==> src/rtl/pix_ser_pkg.sv <==
package pix_ser_pkg;

  localparam int FRAME_W = 30;

  typedef struct packed {
    logic [7:0] red;
    logic [7:0] grn;
    logic [7:0] blu;
    logic       hsync;
    logic       vsync;
    logic       de;
    logic [1:0] gp;
  } pix_word_t;

  localparam int WORD_W = $bits(pix_word_t);

  // MSB of result is the first bit on the wire; parity last
  function automatic logic [FRAME_W-1:0] build_frame(pix_word_t w);
    return {w, ^w};
  endfunction

endpackage

==> src/rtl/pix_frame_hold.sv <==
module pix_frame_hold
  import pix_ser_pkg::*;
(
  input  logic               clk_i,
  input  logic               rst_ni,
  input  logic               cap_i,
  input  pix_word_t          word_i,
  output logic [FRAME_W-1:0] frame_o
);

  pix_word_t hold_q;

  always_ff @(posedge clk_i or negedge rst_ni) begin
    if (!rst_ni)    hold_q <= '0;
    else if (cap_i) hold_q <= word_i;
  end

  assign frame_o = build_frame(hold_q);

endmodule

==> src/rtl/pix_slot_timer.sv <==
module pix_slot_timer #(
  parameter int SLOTS = 30
) (
  input  logic clk_i,
  input  logic rst_ni,
  input  logic bit_en_i,
  output logic load_o,
  output logic shift_o,
  output logic frame_o,
  output logic fwd_clk_o
);

  localparam int SLOT_W = (SLOTS > 1) ? $clog2(SLOTS) : 1;
  localparam int HALF   = (SLOTS > 1) ? SLOTS / 2 : 1;
  localparam logic [SLOT_W-1:0] LAST = SLOT_W'(SLOTS - 1);
  localparam logic [SLOT_W-1:0] HI_N = SLOT_W'(HALF);

  logic [SLOT_W-1:0] slot_q;
  logic              run_q;
  logic              wrap;

  assign wrap    = (slot_q == LAST);
  assign load_o  = bit_en_i & wrap;
  assign shift_o = bit_en_i & ~wrap;

  // slot_q parks on LAST so the first enable after reset starts a frame
  always_ff @(posedge clk_i or negedge rst_ni) begin
    if (!rst_ni) begin
      slot_q <= LAST;
      run_q  <= 1'b0;
    end else if (bit_en_i) begin
      slot_q <= wrap ? '0 : slot_q + 1'b1;
      run_q  <= 1'b1;
    end
  end

  assign frame_o   = run_q & (slot_q == '0);
  assign fwd_clk_o = run_q & ((HALF >= SLOTS) | (slot_q < HI_N));

endmodule

==> src/rtl/pix_lane_shifter.sv <==
module pix_lane_shifter
  import pix_ser_pkg::*;
#(
  parameter int NUM_LANES = 1,
  parameter int LANE      = 0,
  parameter int SLOTS     = 30
) (
  input  logic               clk_i,
  input  logic               rst_ni,
  input  logic               load_i,
  input  logic               shift_i,
  input  logic [FRAME_W-1:0] frame_i,
  output logic               bit_o
);

  logic [SLOTS-1:0] pat;
  logic [SLOTS-1:0] sr_q;

  // round-robin deal: frame bit k -> lane k%N, slot k/N; pads are 0
  always_comb begin
    pat = '0;
    for (int s = 0; s < SLOTS; s++) begin
      if (s * NUM_LANES + LANE < FRAME_W)
        pat[SLOTS-1-s] = frame_i[FRAME_W-1-(s*NUM_LANES+LANE)];
    end
  end

  always_ff @(posedge clk_i or negedge rst_ni) begin
    if (!rst_ni)      sr_q <= '0;
    else if (load_i)  sr_q <= pat;
    else if (shift_i) sr_q <= sr_q << 1;
  end

  assign bit_o = sr_q[SLOTS-1];

endmodule

==> src/rtl/pix_serializer.sv <==
module pix_serializer
  import pix_ser_pkg::*;
#(
  parameter int NUM_LANES = 1
) (
  input  logic                 clk_i,
  input  logic                 rst_ni,
  input  logic                 pix_en_i,
  input  logic                 bit_en_i,
  input  logic [7:0]           red_i,
  input  logic [7:0]           grn_i,
  input  logic [7:0]           blu_i,
  input  logic                 hsync_i,
  input  logic                 vsync_i,
  input  logic                 de_i,
  input  logic [1:0]           gp_i,
  output logic [NUM_LANES-1:0] lane_o,
  output logic                 frame_o,
  output logic                 fwd_clk_o
);

  localparam int SLOTS = (FRAME_W + NUM_LANES - 1) / NUM_LANES;

  pix_word_t          word;
  logic [FRAME_W-1:0] frame_w;
  logic               load, shift;

  assign word = '{red: red_i, grn: grn_i, blu: blu_i, hsync: hsync_i,
                  vsync: vsync_i, de: de_i, gp: gp_i};

  pix_frame_hold i_hold (
    .clk_i  (clk_i),
    .rst_ni (rst_ni),
    .cap_i  (pix_en_i),
    .word_i (word),
    .frame_o(frame_w)
  );

  pix_slot_timer #(.SLOTS(SLOTS)) i_timer (
    .clk_i    (clk_i),
    .rst_ni   (rst_ni),
    .bit_en_i (bit_en_i),
    .load_o   (load),
    .shift_o  (shift),
    .frame_o  (frame_o),
    .fwd_clk_o(fwd_clk_o)
  );

  for (genvar l = 0; l < NUM_LANES; l++) begin : g_lane
    pix_lane_shifter #(.NUM_LANES(NUM_LANES), .LANE(l), .SLOTS(SLOTS)) i_lane (
      .clk_i  (clk_i),
      .rst_ni (rst_ni),
      .load_i (load),
      .shift_i(shift),
      .frame_i(frame_w),
      .bit_o  (lane_o[l])
    );
  end

endmodule

==> config.mk <==
export PLATFORM = sky130hd
export DESIGN_NAME = pix_serializer
export DESIGN_NICKNAME = d
export VERILOG_FILES = /design/src/rtl/pix_ser_pkg.sv /design/src/rtl/pix_frame_hold.sv /design/src/rtl/pix_slot_timer.sv /design/src/rtl/pix_lane_shifter.sv /design/src/rtl/pix_serializer.sv
export SDC_FILE = /design/constraint.sdc
export NUM_CORES = 1
export LEC_CHECK = 0
export BUFFER_PORTS_ARGS = -buffer_cell sky130_fd_sc_hd__buf_4
export CORE_UTILIZATION = 50
export CTS_CLUSTER_SIZE = 24
export DETAILED_ROUTE_END_ITERATION = 6
export PLACE_DENSITY = 0.75
export SYNTH_ARGS = -nofsm -noshare
export SYNTH_HDL_FRONTEND = slang
export SYNTH_SLANG_ARGS = --single-unit
==> constraint.sdc <==
create_clock -name clk_i -period 2.45 [get_ports clk_i]
set_input_delay 0.245 -clock clk_i [delete_from_list [all_inputs] [get_ports clk_i]]
set_output_delay 0.245 -clock clk_i [all_outputs]
set_load 0.005 [all_outputs]
==> impl.org <==
** Status
- The run finished with clean final reports.

** Clocking
- Post-CTS clock slew at the launch and capture registers of the worst setup and hold paths :: 0.07 ns
- The root buffer cell chosen for the clock tree is sky130_fd_sc_hd__clkbuf_8.
- TritonCTS built the clock tree.
- Count of hold buffers inserted by post-cts repair :: 0
- Clock sinks :: 65
- The H-tree was split into 3 levels.
- In this run, CTS created clock tree buffers numbering 9.
- For the worst-skew pair, the clock arrives at the later sink with an insertion delay of 0.34 ns.
- Post-CTS timing repair inserted 0 buffers for setup.
- Count of cells resized by post-cts repair :: 0
- The clock passes through at most 2 buffers.

** Cells and area
- Fill cells in the final layout number 462.
- The finished cells cover 3470 um2.
- In the layout the commonest cells are sky130_fd_sc_hd__nand2_1, sky130_fd_sc_hd__dfrtp_1, sky130_fd_sc_hd__buf_4.
- The final layout contains 350 nets.
- Once layout is complete, the cells apart from fillers number 389.
- Count of inserted antenna diode cells :: 0
- Core Util, Final :: 0.615
- Most common cell after layout, fill and taps aside :: sky130_fd_sc_hd__nand2_1
- Layout-stage area growth over the synthesis result :: 16.2%
- In the final layout, the share of cells above drive strength 1 is 0.271.

** Timing
- Layout Skew :: 0.00651 ns
- Sum of negative setup slack :: 0 ns
- Setup repair after global routing left no endpoint under its margin.
- Setup violations remaining at the end of the flow were counted as 0.
- Measured slew at the worst slew-check pin :: 0.819 ns
- Minimum clock period :: 1.92 ns
- Dividing the final minimum period by the clock period gives 0.782.
- The number of pins with negative max-slew slack in the final report came to 0.
- Timing-limited maximum frequency :: 0.522 GHz
- The final-report hold violation count is 0.
- The worst pin sits at a relative slew slack of 0.454.

** Routing
- Routed vias/inst :: 5.35
- Initial DRC Count :: 190
- Number of optimization iterations in the first detailed-route pass :: 4
- Via count of the routed design :: roughly 2,100
- Remaining antenna violation count :: 0
- For this block, the routed nets add up to between 5 and 6 mm of wire.
- Final routed DRC violation total :: 0
- Dividing the detail-routed wire length by the instance count gives 14.2 um.

** Job
- Max-cap violations in this run came to 0.

** Min path
- Class of the tightest hold or removal check :: in -> async

** Yosys
- Cell variety after synth :: 24
- Post-synth design cell area :: 2990 um2
- Fraction of the yosys area taken by sequential cells :: 0.547
- Synthesis produced 284 cells.
- Synthesis inferred 65 register bits.
- During synthesis, Yosys emitted a total of 0 warnings.
- Synthesis produced a netlist with a net count of 320.
- A synthesized cell averages 10.5 um2.

** Setup path
- Along the worst path, the maximum fanout reaches 3.
- In this run the critical register-to-register path is captured at g_lane[0].i_lane.sr_q[0]$_DFFE_PN0P_.
- Across all register-to-register paths, the minimum setup slack is 0.53 ns.
- Data on the critical path arrives at its endpoint at between 2 and 2.5 ns.
- WP data required :: 2.71 ns
- Critical path type :: reg -> reg
- Reg-to-reg critical path startpoint :: i_hold.frame_o[14]$_DFFE_PN0P_
- Critical Path End Type :: flop
- Kind of start point of the critical path :: flop
- For the worst flop-to-flop path, the logic depth is 5.

** Global route
- Vias in the first global route :: 2,088
- Largest net degree at the start of global routing :: a little over 70
- Global-route wire length before repair :: 9.43 mm
- Global-route total usage across every layer :: 0.201
- Antenna violations before repair :: 0
- Leftover overflow at the end of global routing :: 0

** Place
- Placed Cells incl. Taps :: between 300 and 400
- I/O Buffers :: 35
- Routability congestion estimate :: approximately 0.75
- Post-detailed-placement half-perimeter wirelength :: 3.59 mm
- Instance area after placement :: 3290 um2

** Floorplan
- Horizontal die dimension :: 79.3 um
- The initial utilization of the core area, before any placement, comes to 0.529.
- For this design the top-level I/O count stands at 36.
- Area of the core :: between 5000 and 6000 um2
- Floorplan die area :: between 6000 and 7000 um2
- The initialized floorplan defines 27 standard-cell rows.
- Vertical die dimension :: 79.3 um

** Power
- Across the VDD grid, the largest voltage drop is 0.000497 V.
- Cell area power density :: approximately 900 nW/um2
- Lkg Pwr :: 1.53 nW
==> logic make-up (layout without fill, tap and decap cells) <==
group / after synthesis / after routing / share of synthesized area
AO/OA/AOI/OAI: 39 / 39 / 0.0813
XOR/XNOR: 25 / 25 / 0.0872
adder cells (fa/ha/maj): 3 / 3 / 0.0126
buffers and inverters: 21 / 54 / 0.0264
flip-flops: 65 / 65 / 0.547
multiplexers: 29 / 29 / 0.109
AND/OR/NAND/NOR: 102 / 102 / 0.137
==> worst max-delay path, cell delays in order, from the launching register on <==
cell and delay, ns:
sky130_fd_sc_hd__dfrtp_1 0.40, sky130_fd_sc_hd__xor2_1 0.16, sky130_fd_sc_hd__xnor3_1 0.41, sky130_fd_sc_hd__xnor3_1 0.37, sky130_fd_sc_hd__xnor3_1 0.39, sky130_fd_sc_hd__o22ai_2 0.11
==> synthesized netlist by cell type <==
library cell                count  area [um2]
sky130_fd_sc_hd__o21ai_0        7        35.0
sky130_fd_sc_hd__a21oi_1        1        5.00
sky130_fd_sc_hd__o2111ai_1      1        8.76
sky130_fd_sc_hd__ha_1           3        37.5
sky130_fd_sc_hd__inv_1          3        11.3
sky130_fd_sc_hd__and3_1         1        6.26
sky130_fd_sc_hd__o22ai_2        1        12.5
sky130_fd_sc_hd__a31oi_1       29         181
sky130_fd_sc_hd__nand3_1        2        10.0
sky130_fd_sc_hd__nand2_1       64         240
sky130_fd_sc_hd__and4_1         1        8.76
sky130_fd_sc_hd__xnor2_1       18         158
sky130_fd_sc_hd__nor4b_1        1        8.76
sky130_fd_sc_hd__nand4_1        2        12.5
sky130_fd_sc_hd__xnor3_1        3        67.6
sky130_fd_sc_hd__dfstp_2        4         105
sky130_fd_sc_hd__dfrtp_1       61        1530
sky130_fd_sc_hd__nand2b_1       1        6.26
sky130_fd_sc_hd__clkbuf_1      17        63.8
sky130_fd_sc_hd__or2_2          1        6.26
sky130_fd_sc_hd__mux2_2        29         327
sky130_fd_sc_hd__nor2_1        29         109
sky130_fd_sc_hd__buf_1          1        3.75
sky130_fd_sc_hd__xor2_1         4        35.0
==> state kept, by name, summed over array words and instances (netlist names) <==
register            flops
g_lane.i_lane.sr_q     30
i_hold.frame_o         29
i_timer.slot_q          5
i_timer.run_q           1
==> metal layers <==
layer	vias to the layer above	wire (um)	track usage	share of wire
met5	-	0	0	0
met1	1027	2440	0.250	0.44
li1	1014	-	-	-
met2	35	2790	0.326	0.50
met4	0	123	0.120	0.022
met3	7	172	0.0379	0.031
==> layout make-up <==
class / count / area [um2] / area share
timing repair buffer: 37 / 278 / 0.0801
clock inverter: 4 / 45.0 / 0.0130
multi-input combinational: 198 / 1270 / 0.368
tap: 72 / 90.1 / 0.0260
sequential: 65 / 1630 / 0.470
inverter: 3 / 11.3 / 0.00325
clock buffer: 10 / 138 / 0.0397
==> worst max path at each step <==
| stage | to | depth (start not counted) | from |
|---|---|---|---|
| finish | g_lane[0].i_lane.sr_q[0]$_DFFE_PN0P_ | 5 | i_hold.frame_o[14]$_DFFE_PN0P_ |
| CTS | g_lane[0].i_lane.sr_q[0]$_DFFE_PN0P_ | 5 | i_hold.frame_o[16]$_DFFE_PN0P_ |
| detailed placement | g_lane[0].i_lane.sr_q[0]$_DFFE_PN0P_ | 5 | i_hold.frame_o[16]$_DFFE_PN0P_ |
| global placement | g_lane[0].i_lane.sr_q[0]$_DFFE_PN0P_ | 5 | i_hold.frame_o[16]$_DFFE_PN0P_ |
| global route | g_lane[0].i_lane.sr_q[0]$_DFFE_PN0P_ | 5 | i_hold.frame_o[13]$_DFFE_PN0P_ |
| floorplan | g_lane[0].i_lane.sr_q[0]$_DFFE_PN0P_ | 5 | i_hold.frame_o[14]$_DFFE_PN0P_ |
==> power by group <==
part	internal [mW]	switching, mW
sequential	1.31	0.169
clock	0.481	0.385
combinational	0.430	0.305
==> through the flow <==
| step | power [mW] | worst slack [ns] | hold WS (ns) |
|---|---|---|---|
| after floorplan | 2.01 | 0.619 | -0.0506 |
| after global placement | 2.19 | 0.560 | 0.390 |
| after detailed placement | 2.24 | 0.530 | 0.390 |
| after CTS | 3.11 | 0.513 | 0.0210 |
| after global routing | 3.25 | 0.427 | 0.0492 |
| final | 3.08 | 0.534 | 0.00348 |
(Power assumes the default switching activity.)
